===== src/rtl/mini_cpu_pkg.sv =====
package mini_cpu_pkg;
  localparam int INSTR_W = 16;
  localparam int NUM_REGS = 8;
  localparam int RIDX_W = $clog2(NUM_REGS);
  localparam int IMM_W = 8;

  localparam logic [3:0] OP_MOVR = 4'd0;
  localparam logic [3:0] OP_MOVI = 4'd1;
  localparam logic [3:0] OP_ADD  = 4'd2;
  localparam logic [3:0] OP_SUB  = 4'd3;
  localparam logic [3:0] OP_STR  = 4'd4;
  localparam logic [3:0] OP_JNZ  = 4'd5;

  typedef enum logic [1:0] {ALU_PASS, ALU_ADD, ALU_SUB} aluOp_e;

  typedef struct packed {
    logic   regWrite;
    logic   forceImm;   // second operand always the immediate
    logic   flagImm;    // bit 8 chooses immediate
    aluOp_e aluOp;
    logic   memWrite;
    logic   branch;
  } ctrl_t;
endpackage


===== src/rtl/mini_cpu_control.sv =====
module mini_cpu_control
  import mini_cpu_pkg::*;
(
  input  logic [3:0] opcode,
  output ctrl_t      ctrl
);
  function automatic ctrl_t romEntry(input int op);
    ctrl_t e;
    e = '{regWrite: 1'b0, forceImm: 1'b0, flagImm: 1'b0,
          aluOp: ALU_PASS, memWrite: 1'b0, branch: 1'b0};
    case (op)
      int'(OP_MOVR): e.regWrite = 1'b1;
      int'(OP_MOVI): begin e.regWrite = 1'b1; e.forceImm = 1'b1; end
      int'(OP_ADD):  begin e.regWrite = 1'b1; e.flagImm = 1'b1; e.aluOp = ALU_ADD; end
      int'(OP_SUB):  begin e.regWrite = 1'b1; e.flagImm = 1'b1; e.aluOp = ALU_SUB; end
      int'(OP_STR):  e.memWrite = 1'b1;
      int'(OP_JNZ):  e.branch = 1'b1;
      default: ;
    endcase
    return e;
  endfunction

  ctrl_t ctrlRom [16];

  for (genvar i = 0; i < 16; i++) begin : g_rom
    assign ctrlRom[i] = romEntry(i);
  end

  assign ctrl = ctrlRom[opcode];
endmodule


===== src/rtl/mini_cpu_datapath.sv =====
module mini_cpu_datapath
  import mini_cpu_pkg::*;
#(
  parameter int DATA_W = 8,
  parameter int PC_W = 8
) (
  input  logic               clk,
  input  logic               rst,
  input  ctrl_t              ctrl,
  input  logic [INSTR_W-1:0] instr,
  output logic [PC_W-1:0]    pc,
  output logic [DATA_W-1:0]  memAddr,
  output logic [DATA_W-1:0]  memWData,
  output logic               memWe,
  output logic               jumpTaken
);
  localparam int BANK_W = NUM_REGS * DATA_W;

  logic [RIDX_W-1:0] rdIdx, rsIdx;
  logic [IMM_W-1:0]  imm;
  logic              immBit;
  logic [BANK_W-1:0] regBank;
  logic [DATA_W-1:0] rdVal, rsVal, opB, aluOut;

  assign rdIdx  = instr[11:9];
  assign rsIdx  = instr[8:6];
  assign immBit = instr[8];
  assign imm    = instr[IMM_W-1:0];

  assign rdVal = (rdIdx == '0) ? '0 : regBank[rdIdx*DATA_W +: DATA_W];
  assign rsVal = (rsIdx == '0) ? '0 : regBank[rsIdx*DATA_W +: DATA_W];

  assign opB = (ctrl.forceImm || (ctrl.flagImm && immBit)) ? DATA_W'(imm) : rsVal;

  always_comb begin
    case (ctrl.aluOp)
      ALU_ADD: aluOut = rdVal + opB;
      ALU_SUB: aluOut = rdVal - opB;
      default: aluOut = opB;
    endcase
  end

  always_ff @(posedge clk) begin
    if (rst) begin
      regBank <= '0;
    end else if (ctrl.regWrite && rdIdx != '0) begin
      regBank[rdIdx*DATA_W +: DATA_W] <= aluOut;
    end
  end

  assign jumpTaken = !rst && ctrl.branch && (rdVal != '0);

  always_ff @(posedge clk) begin
    if (rst) pc <= '0;
    else if (jumpTaken) pc <= PC_W'(imm);
    else pc <= pc + 1'b1;
  end

  assign memWe    = !rst && ctrl.memWrite;
  assign memAddr  = rdVal;
  assign memWData = rsVal;
endmodule


===== src/rtl/mini_cpu.sv =====
module mini_cpu
  import mini_cpu_pkg::*;
#(
  parameter int DATA_W = 8,
  parameter int PC_W = 8
) (
  input  logic               clk,
  input  logic               rst,
  output logic [PC_W-1:0]    imemAddr,
  input  logic [INSTR_W-1:0] imemData,
  output logic [DATA_W-1:0]  memAddr,
  output logic [DATA_W-1:0]  memWData,
  output logic               memWe
);
  ctrl_t ctrl;
  logic  jumpTaken;

  mini_cpu_control i_control (
    .opcode(imemData[15:12]),
    .ctrl  (ctrl)
  );

  mini_cpu_datapath #(.DATA_W(DATA_W), .PC_W(PC_W)) i_datapath (
    .clk      (clk),
    .rst      (rst),
    .ctrl     (ctrl),
    .instr    (imemData),
    .pc       (imemAddr),
    .memAddr  (memAddr),
    .memWData (memWData),
    .memWe    (memWe),
    .jumpTaken(jumpTaken)
  );
endmodule


===== config.mk =====
export PLATFORM = sky130hd
export DESIGN_NAME = mini_cpu
export DESIGN_NICKNAME = d
export VERILOG_FILES = /design/src/rtl/mini_cpu_pkg.sv /design/src/rtl/mini_cpu_control.sv /design/src/rtl/mini_cpu_datapath.sv /design/src/rtl/mini_cpu.sv
export SDC_FILE = /design/constraint.sdc
export NUM_CORES = 1
export LEC_CHECK = 0
export BUFFER_PORTS_ARGS = -buffer_cell sky130_fd_sc_hd__buf_2
export CORE_MARGIN = 10
export CORE_UTILIZATION = 55
export DETAILED_ROUTE_END_ITERATION = 16
export PLACE_DENSITY = 0.87
export SLEW_MARGIN = 40
export SYNTH_ARGS = -nofsm -noshare
export SYNTH_HDL_FRONTEND = slang
export SYNTH_SLANG_ARGS = --single-unit
export TNS_END_PERCENT = 10

===== constraint.sdc =====
create_clock -name clk -period 3.85 [get_ports clk]
set_clock_uncertainty 0.2 [all_clocks]
set_input_delay 0.1925 -clock clk [delete_from_list [all_inputs] [get_ports clk]]
set_output_delay 0.1925 -clock clk [all_outputs]
set_load 0.05 [all_outputs]

==> metrics.cfg, run 1 <==
[worst_hold_path]
whs_endpoint=i_datapath.regBank[57]
hold_path_depth=4
hold_class=in2reg
hp-start=imemData[9]

[synthesis]
yosys-top-cells-area=dfxtp_1, mux4_2, a21oi_1, nand2_1, mux2i_1
async_reset_ff_share_pct=0
synth_ff_type=dfxtp_1
synth_edf_count=0
synth-seq-cells=72
synth_warnings=0
avgSynthCellArea_um2=8.81
synthCells=556
synth.distinct_cells=70
synthesis.nets=587
ys_seq_area_share_pct=29.4
synth_top_area_share_pct=29.4
synth_area_mm2=0.00490
synth_area_leader_cell=dfxtp_1

[setup_path]
r2r_setup_slack_ns=-0.12
slowest_delay_ns=0.39
cp_data_required_time_ns=3.89
path_cells=mux2_4 -> a221oi_4 -> nor2_4 -> a21boi_2 -> inv_2 -> and3b_2 -> a31oi_2 -> xor2_1 -> ha_1 -> or2_4 -> a21oi_4 -> a31oi_4 -> or4b_4 -> a31oi_4 -> a211o_4 -> o31ai_2 -> nand3_1
start_kind=flip-flop
worstPathMaxFanout=7
cpMaxStageDelayCell=a211o_4
worst_setup_path_end_kind=flip-flop
critPathMostFrequentCell=a31oi_4
rr_startpoint=i_datapath.regBank[16]
worstRegToRegCells=17
critPathArrivalTime_ns=4.02
worst-setup-path-type=reg2reg
r2r_end=i_datapath.regBank[23]
startpoint=i_datapath.regBank[16]

[floorplanning]
fp-row-count=34
die_x_um=114
ioPinCount=43
die_h_um=114
die-area_mm2=0.0131
initial_utilization_pct=56.4
core-area_mm2=0.00868

[final_layout]
layout_commonest_cell=buf_4
final_cells=771
mostFrequentLayoutCells=buf_4, dfxtp_1, nand2_1
multi_input_area_mm2=0.00353
insertedDiodeCount=0
nNetsFinal=689
drive_above_1_share_pct=36.5
n_fill_cell=643
syn_to_final_growth_pct=28.9
regArea_mm2=0.00144

[routing]
drc=0
vias=4973
drt_iter0_markers=647
wl_mm=16.2
wl_per_cell_um=21.0
drtPass1Iterations=5
final_antenna_net_count=0
viasPerCell=6.45

[global_routing]
grt_overflow_total=0
antenna_found_initial=0
grt_pass1_wl_mm=25.6
grt_pass1_vias=4930
grt_usage_pct=24.4
grt_max_degree=87

[sta]
finalCritPeriodShare_pct=103
setup_slack_ns=-0.125
worst_pin_slew_ns=0.712
setup_viol=7
slew_viol_final=0
rsz0062_at_grt=true
slew_headroom_pct=52.4
hold_viol_final=0
fmax_mhz=252
setup_tns_ns=-0.269
period_needed_ns=3.97
hold_ws_ns=0.174

[pwr]
power_switching_mw=0.629
intPower_mw=1.42
seqPwrFrac_pct=37.0
clockPowerShare_pct=38.2
powerDensity_mw_per_mm2=325
combPwrFrac_pct=24.8
p_leak_nw=2.53
irDropWorstVdd_v=0.000187
p_sw_share_pct=30.7

[placement]
placedCellCount=745
gp_congestion=0.927
portBuffers=42
dp_hpwl_mm=11.5

[clock_tree]
clock-sinks=72
cts_buffer_depth=2
clk_pin_slew_worst_paths_ns=0.09
root_buffer=clkbuf_8
clk_latency_ns=0.37
cts_max_level=3
cts_tree=done
numCtsBuffers=9

[status]
violations=negative setup slack
status=complete, but fails checks

[run]
cap_violations=0

==> Yosys cell counts, types with 9 or more instances <==
| library cell | count |
|---|---|
| mux2i_1 | 21 |
| inv_1 | 9 |
| nand3b_1 | 9 |
| nand3_1 | 25 |
| nor3_1 | 26 |
| clkbuf_1 | 21 |
| nor2_1 | 47 |
| dfxtp_1 | 72 |
| a21oi_1 | 52 |
| nor2b_1 | 17 |
| buf_2 | 10 |
| ha_1 | 12 |
| mux4_2 | 19 |
| xor2_1 | 11 |
| nand2_1 | 59 |
==> per-stage QoR <==
step	instance area [um^2]	power [mW]	util, %	setup WS [ns]
6_report	6310	2.05	72.7	-0.125
5_1_grt	6310	2.11	72.7	-0.245
4_1_cts	6220	2.02	71.6	-0.0194
3_5_place_dp	5760	1.22	66.4	-0.436
3_3_place_gp	5760	1.21	66.4	-0.396
2_1_floorplan	5040	1.06	-	-0.120
==> flip-flops by register name, summed over array words and instances, names as in the netlist <==
| register | count |
|---|---|
| i_datapath.regBank | 64 |
| i_datapath.pc | 8 |
==> power groups by stage <==
stage	Sequential [mW]	Combinational (mW)	Clock, mW
6_report	0.758	0.508	0.783
5_1_grt	0.759	0.537	0.818
4_1_cts	0.758	0.485	0.781
3_5_place_dp	0.775	0.444	0
3_3_place_gp	0.775	0.433	0
2_1_floorplan	0.783	0.278	0
==> layer usage <==
metal | GRT usage [%] | routed length, um
met1 | 30.4 | 6750
met2 | 38.8 | 7450
met3 | 6.55 | 1430
met4 | 10.2 | 595
met5 | 0 | 0
==> worst max-delay path, delay by kind of cell, from the launching register on <==
kind,cells,cell delay (ns)
DFF,1,0.34
xor gates and xnor gates,1,0.18
muxes,1,0.28
and+or+nand+nor,5,0.96
buffers and inverters,1,0.06
adders and majority gates,1,0.31
AOI/OAI and AO/OA,8,1.50
==> worst max path at each step <==
| stage | end | slack, ns |
|---|---|---|
| after floorplan | i_datapath.regBank[15] | -0.12 |
| after global placement | i_datapath.regBank[55] | -0.40 |
| after detailed placement | i_datapath.regBank[15] | -0.44 |
| after CTS | i_datapath.regBank[23] | -0.02 |
| after global routing | i_datapath.regBank[23] | -0.24 |
| final | i_datapath.regBank[23] | -0.12 |
==> repair_timing <==
item	in CTS	in global routing
cloned	0	0
hold endpoints to repair	6	0
setup endpoints to repair	14	23
hold buffers	6	0
buffers inserted	4	1
resized for setup	21	21
pin swaps	19	19
==> cell type report <==
cell class | instances | share of cell area (%)
timing repair buffer | 130 | 14.4
sequential | 72 | 22.9
multi-input combinational | 434 | 55.9
clock buffer | 10 | 2.18
inverter | 11 | 0.654
clock inverter | 6 | 1.82
tap | 108 | 2.14
==> cell families (layout without fill, tap and decap cells) <==
logic type	after synthesis	count (layout)	synth area share (%)
and+or+nand+nor	235	235	24.3
AOI/OAI and AO/OA	111	111	16.2
DFF	72	72	29.4
muxes	59	59	18.7
buffers and inverters	50	157	5.03
xor gates and xnor gates	16	16	2.86
adders and majority gates	13	13	3.48
No activity file was read; power rests on OpenSTA's default activity.
==> inputs of run 2 (changes only) <==
- CORE_MARGIN: 10 -> unset
==> metrics.cfg, run 2 (synthesis gave the netlist of run 1 again) <==
[clock_tree]
root_buffer=clkbuf_8
clk_pin_slew_worst_paths_ns=0.08  ; about the same
numCtsBuffers=9  ; unchanged
clock-sinks=72  ; unchanged
clk_latency_ns=0.37  ; about the same
cts_tree=done
cts_max_level=3  ; unchanged
cts_buffer_depth=2  ; unchanged

[status]
status=complete, but fails checks
violations=negative setup slack

[placement]
dp_hpwl_mm=10.7  ; -6.7%
placed_cell_area_mm2=0.00568  ; -1.3%
gp_congestion=0.947  ; +2.2%
portBuffers=42  ; unchanged
placedCellCount=733  ; -1.6%

[final_layout]
regArea_mm2=0.00145  ; +0.26%
n_fill_cell=587  ; -8.7%
largestRegisters=i_datapath.regBank (64), i_datapath.pc (8)
final_area_mm2=0.00619  ; -2.0%
largest_reg_flops=64  ; unchanged
drive_above_1_share_pct=35.3  ; -1.2 points
final_cells=759  ; -1.6%
syn_to_final_growth_pct=26.3
top_register=i_datapath.regBank
layout_commonest_cell=dfxtp_1
insertedDiodeCount=0  ; unchanged
mostFrequentLayoutCells=dfxtp_1, buf_4, nand2_1
multi_input_area_mm2=0.00354  ; +0.28%
nNetsFinal=677  ; -1.7%

[run]
cap_violations=0  ; unchanged

[setup_path]
path_cells=mux2_4 -> a221o_1 -> a31oi_4 -> ha_2 -> a31oi_1 -> xor2_1 -> ha_1 -> buf_4 -> o2111ai_2 -> a31oi_4 -> or4b_4 -> inv_1 -> o21a_4 -> o31ai_1 -> nand3_1
start_kind=flip-flop
cpMaxStageDelayCell=or4b_4
critPathArrivalTime_ns=4.11  ; +0.09 ns
cpLargestDelayFamily=compound AO/OA/AOI/OAI gates
worst_setup_path_end_kind=flip-flop
worstRegToRegCells=15  ; -2
path_buf_inv=2  ; +1
cp.depth=15  ; -2
slowest_delay_ns=0.53  ; +0.14 ns
worst-setup-path-type=reg2reg
worstPathMaxFanout=7  ; unchanged
critPathMostFrequentCell=a31oi_4
cp_data_required_time_ns=3.96  ; +0.07 ns

[pwr]
combPwrFrac_pct=26.0  ; +1.2 points
powerDensity_mw_per_mm2=303  ; -6.6%
seqPwrFrac_pct=40.4  ; +3.4 points
irDropWorstVdd_v=0.000192  ; +2.9%
intPower_mw=1.25  ; -12%
p_leak_nw=2.47  ; -2.2%
clockPowerShare_pct=33.5  ; -4.7 points
power_mw=1.88  ; -8.5%
p_sw_share_pct=33.2  ; +2.5 points
power_switching_mw=0.622  ; -1.1%

[global_routing]
grt_pass1_vias=4828  ; -2.1%
grt_overflow_total=0  ; unchanged
grt_usage_pct=35.2  ; +11 points
grt_max_degree=87  ; unchanged
grt_pass1_wl_mm=24.3  ; -5.2%
antenna_found_initial=0  ; unchanged

[sta]
hold_viol_final=0  ; unchanged
fmax_mhz=250  ; -0.78%
rsz0062_at_grt=true
period_needed_ns=4.01  ; +0.0311 ns
worst_pin_slew_ns=0.674  ; -0.0381 ns
slew_viol_final=0  ; unchanged
finalCritPeriodShare_pct=104  ; +0.81 points
setup_viol=7  ; unchanged
setup_slack_ns=-0.156  ; -0.0311 ns
hold_ws_ns=0.187  ; +0.0126 ns
setup_tns_ns=-0.975  ; -0.705 ns
slew_headroom_pct=54.9  ; +2.5 points

[routing]
drc=0  ; unchanged
wl_mm=16.2  ; -0.22%
vias=5030  ; +1.1%
viasPerCell=6.63  ; +2.7%
drtPass1Iterations=5  ; unchanged
final_antenna_net_count=0  ; unchanged
drt_iter0_markers=450  ; -30%
wl_per_cell_um=21.3  ; +1.4%

[worst_hold_path]
hold_path_depth=4  ; unchanged
hold_class=in2reg

[floorplanning]
fp-row-count=34  ; unchanged
die-area_mm2=0.00928  ; -29%
die_x_um=96.4  ; -16%
die_h_um=96.4  ; -16%
initial_utilization_pct=56.4  ; unchanged
core-area_mm2=0.00868  ; unchanged
ioPinCount=43  ; unchanged

## run 2: cell types whose count changed in the layout (fill, tap and decap cells not counted), sizes merged
cell	delta
bufinv	-2
clkinv	+2
buf	-12
## run 2: power by group through the flow
stage	Combinational, mW	Sequential (mW)	Clock, mW
after CTS	0.453	0.758	0.628
after global routing	0.515	0.759	0.668
after detailed placement	0.430	0.775	0
after global placement	0.417	0.775	0
final	0.488	0.758	0.629
after floorplan	0.278	0.783	0
## run 2: area by class of cell
class,count,share of cell area [%]
Inverter,11,0.667
Sequential cell,72,23.4
Clock inverter,6,1.11
Clock buffer,10,2.06
Multi-Input combinational cell,434,57.2
Timing Repair Buffer,118,13.4
Tap cell,108,2.18
## run 2: layer usage
metal | track usage, % | part of all wire [%] | up-vias
li1 | - | - | 2203
met1 | 41.2 | 37 | 2344
met2 | 56.4 | 47 | 389
met3 | 10.1 | 11 | 94
met4 | 22.1 | 5.3 | 0
met5 | 0 | 0 | -
## run 2: what timing repair did
action,CTS,global route
hold buffers,6,0
resized for setup,22,20
setup endpoints to repair,11,21
pin swaps,10,10
setup buffers,2,2
hold endpoints to repair,6,0
## run 2: final timing paths
kind / endpoint / startpoint / slack (ns)
min reg2reg: i_datapath.regBank[46] / i_datapath.regBank[46] / 0.27
min: i_datapath.regBank[25] / imemData[9] / 0.19
max reg2reg: i_datapath.regBank[55] / i_datapath.regBank[17] / -0.16
max: i_datapath.regBank[55] / i_datapath.regBank[17] / -0.16
## run 2: per-stage QoR
step / util, % / setup WS [ns]
after floorplan: - / -0.120
after global placement: 65.5 / -0.273
after detailed placement: 65.5 / -0.411
after CTS: 70.0 / -0.0115
after global routing: 71.3 / -0.277
final: 71.3 / -0.156
## run 2: worst min-delay path: cells and delay by family
kind / cells / cell delay [ns]
buffers and inverters: 2 / 0.38
and+or+nand+nor: 1 / 0.06
AOI/OAI and AO/OA: 1 / 0.06
==> inputs of run 3 (changes only) <==
- CORE_MARGIN: unset -> 4
- CTS_BUF_LIST: unset -> sky130_fd_sc_hd__clkbuf_16
- CTS_CLUSTER_DIAMETER: unset -> 80
==> metrics.cfg, run 3 (synthesis gave the netlist of run 1 again) <==
[status]
status=complete, but fails checks
violations=negative setup slack

[clock_tree]
clk_latency_ns=0.34  ; -0.03 ns
cts_tree=done
clk_pin_slew_worst_paths_ns=0.06  ; -0.02 ns
clock-sinks=72  ; unchanged
numCtsBuffers=9  ; unchanged
cts_buffer_depth=2  ; unchanged
root_buffer=clkbuf_16
cts_max_level=3  ; unchanged

[final_layout]
nNetsFinal=685  ; +1.2%
largest_reg_flops=64  ; unchanged
top_register=i_datapath.regBank
drive_above_1_share_pct=35.2  ; -0.13 points
post-route-util_pct=73.5  ; +2.2 points
insertedDiodeCount=0  ; unchanged
largestRegisters=i_datapath.regBank (64), i_datapath.pc (8)
layout_commonest_cell=buf_4
final_area_mm2=0.00638  ; +3.1%
n_fill_cell=518  ; -12%
mostFrequentLayoutCells=buf_4, dfxtp_1, nand2_1
syn_to_final_growth_pct=30.2

[global_routing]
antenna_found_initial=0  ; unchanged
grt_usage_pct=32.6  ; -2.6 points
grt_pass1_wl_mm=26.1  ; +7.6%
grt_pass1_vias=5013  ; +3.8%
grt_overflow_total=0  ; unchanged
grt_max_degree=87  ; unchanged

[setup_path]
worst_setup_path_end_kind=flip-flop
cpMaxStageDelayCell=ha_1
critPathArrivalTime_ns=4.22  ; +0.11 ns
cp_data_required_time_ns=3.86  ; -0.10 ns
start_kind=flip-flop
path_cells=mux2_4 -> a221oi_4 -> nor2_4 -> a21boi_2 -> buf_4 -> ha_2 -> a31oi_1 -> xor2_1 -> ha_1 -> and3_4 -> a21oi_4 -> a31oi_4 -> buf_4 -> nor4b_4 -> buf_4 -> o21a_2 -> o31ai_1 -> nand3_1
worst-setup-path-type=reg2reg
r2r_end=i_datapath.regBank[47]
worstRegToRegCells=18  ; +3
r2r_setup_slack_ns=-0.37  ; -0.21 ns
slowest_delay_ns=0.38  ; -0.15 ns
worstPathMaxFanout=7  ; unchanged
critPathMostFrequentCell=buf_4
rr_startpoint=i_datapath.regBank[16]

[floorplanning]
die_x_um=102  ; +6.2%
ioPinCount=43  ; unchanged
initial_utilization_pct=56.4  ; unchanged
die-area_mm2=0.0105  ; +13%
die_h_um=102  ; +6.2%
fp-row-count=34  ; unchanged
core-area_mm2=0.00868  ; unchanged

[routing]
drc=0  ; unchanged
final_antenna_net_count=0  ; unchanged
wl_per_cell_um=23.9  ; +12%
vias=5362  ; +6.6%
wl_mm=18.3  ; +13%
viasPerCell=6.99  ; +5.5%
drtPass1Iterations=9  ; +4
drt_iter0_markers=756  ; +68%

[placement]
placed_cell_area_mm2=0.00572  ; +0.62%
portBuffers=42  ; unchanged
gp_congestion=0.914  ; -3.5%
dp_hpwl_mm=11.0  ; +2.1%

[sta]
setup_tns_ns=-3.94  ; -2.97 ns
finalCritPeriodShare_pct=110  ; +5.5 points
hold_viol_final=0  ; unchanged
worst_pin_slew_ns=0.749  ; +0.0746 ns
setup_slack_ns=-0.366  ; -0.211 ns
hold_ws_ns=0.00900  ; -0.178 ns
rsz0062_at_grt=true
setup_viol=21  ; +14
period_needed_ns=4.22  ; +0.211 ns
fmax_mhz=237  ; -5.0%
slew_headroom_pct=50.1  ; -4.9 points
slew_viol_final=0  ; unchanged

[worst_hold_path]
hold_class=in2reg
whs_endpoint=i_datapath.pc[0]
hp-start=imemData[0]
hold_path_depth=3  ; -1

[run]
cap_violations=0  ; unchanged

[pwr]
powerDensity_mw_per_mm2=346  ; +14%
p_leak_nw=2.59  ; +4.6%
irDropWorstVdd_v=0.000264  ; +38%

run 3: changes by cell type in the layout (fill, tap and decap cells not counted), sizes merged:
cell and delta:
bufinv +1, clkbuf -1, clkinvlp +1, dlygate4sd3 -1, buf +9, clkinv -1
run 3: where the power goes:
part	internal, mW	total, mW	switching [mW]	leakage [nW]
clock network	0.562	0.912	0.350	0.150
registers	0.752	0.759	0.00696	0.582
logic	0.219	0.532	0.313	1.86
run 3: cell type report:
| cell class | count | area (um^2) | share of cell area (%) |
|---|---|---|---|
| Multi-Input combinational cell | 434 | 3550 | 55.7 |
| Sequential cell | 72 | 1440 | 22.6 |
| Clock buffer | 9 | 225 | 3.53 |
| Inverter | 11 | 41.3 | 0.648 |
| Clock inverter | 7 | 87.6 | 1.37 |
| Timing Repair Buffer | 126 | 895 | 14.0 |
| Tap cell | 108 | 135 | 2.12 |
run 3: timing repair:
item | in CTS | in global routing
cloned | 0 | 0
gates resized for setup | 19 | 21
setup endpoints to repair | 11 | 21
pin swaps | 9 | 21
buffers inserted | 5 | 5
hold buffers | 5 | 0
endpoints found under the hold margin | 5 | 0
run 3: worst max path at each step:
stage	start	end	slack, ns	cells past startpoint
5_1_grt	i_datapath.regBank[56]	i_datapath.regBank[47]	-0.42	17
3_5_place_dp	imemData[6]	i_datapath.regBank[31]	-0.37	16
3_3_place_gp	imemData[6]	i_datapath.regBank[15]	-0.15	17
6_report	i_datapath.regBank[16]	i_datapath.regBank[47]	-0.37	18
4_1_cts	i_datapath.regBank[16]	i_datapath.regBank[31]	-0.01	17
2_1_floorplan	imemData[6]	i_datapath.regBank[15]	-0.12	18
run 3: worst max-delay path, delay by kind of cell (launching register included):
family	cells	cell delay (ns)
AO/OA/AOI/OAI	7	1.52
XOR/XNOR	1	0.20
adder cells (fa/ha/maj)	2	0.55
buffers and inverters	3	0.50
flip-flops	1	0.33
multiplexers	1	0.28
AND/OR/NAND/NOR	4	0.50
run 3: layer usage:
metal | GRT usage, % | vias up | wire (um)
met3 | 6.96 | 143 | 2310
met2 | 54.2 | 472 | 8500
met1 | 38.6 | 2525 | 6280
met5 | 0 | - | 0
li1 | - | 2222 | -
met4 | 19.4 | 0 | 1220
run 3: per-stage QoR:
step	std cells	setup slack, ns	power [mW]
finish	767	-0.366	2.20
global route	767	-0.422	2.25
CTS	762	-0.0127	2.14
detailed placement	736	-0.367	1.21
global placement	736	-0.149	1.20
floorplan	556	-0.120	1.06
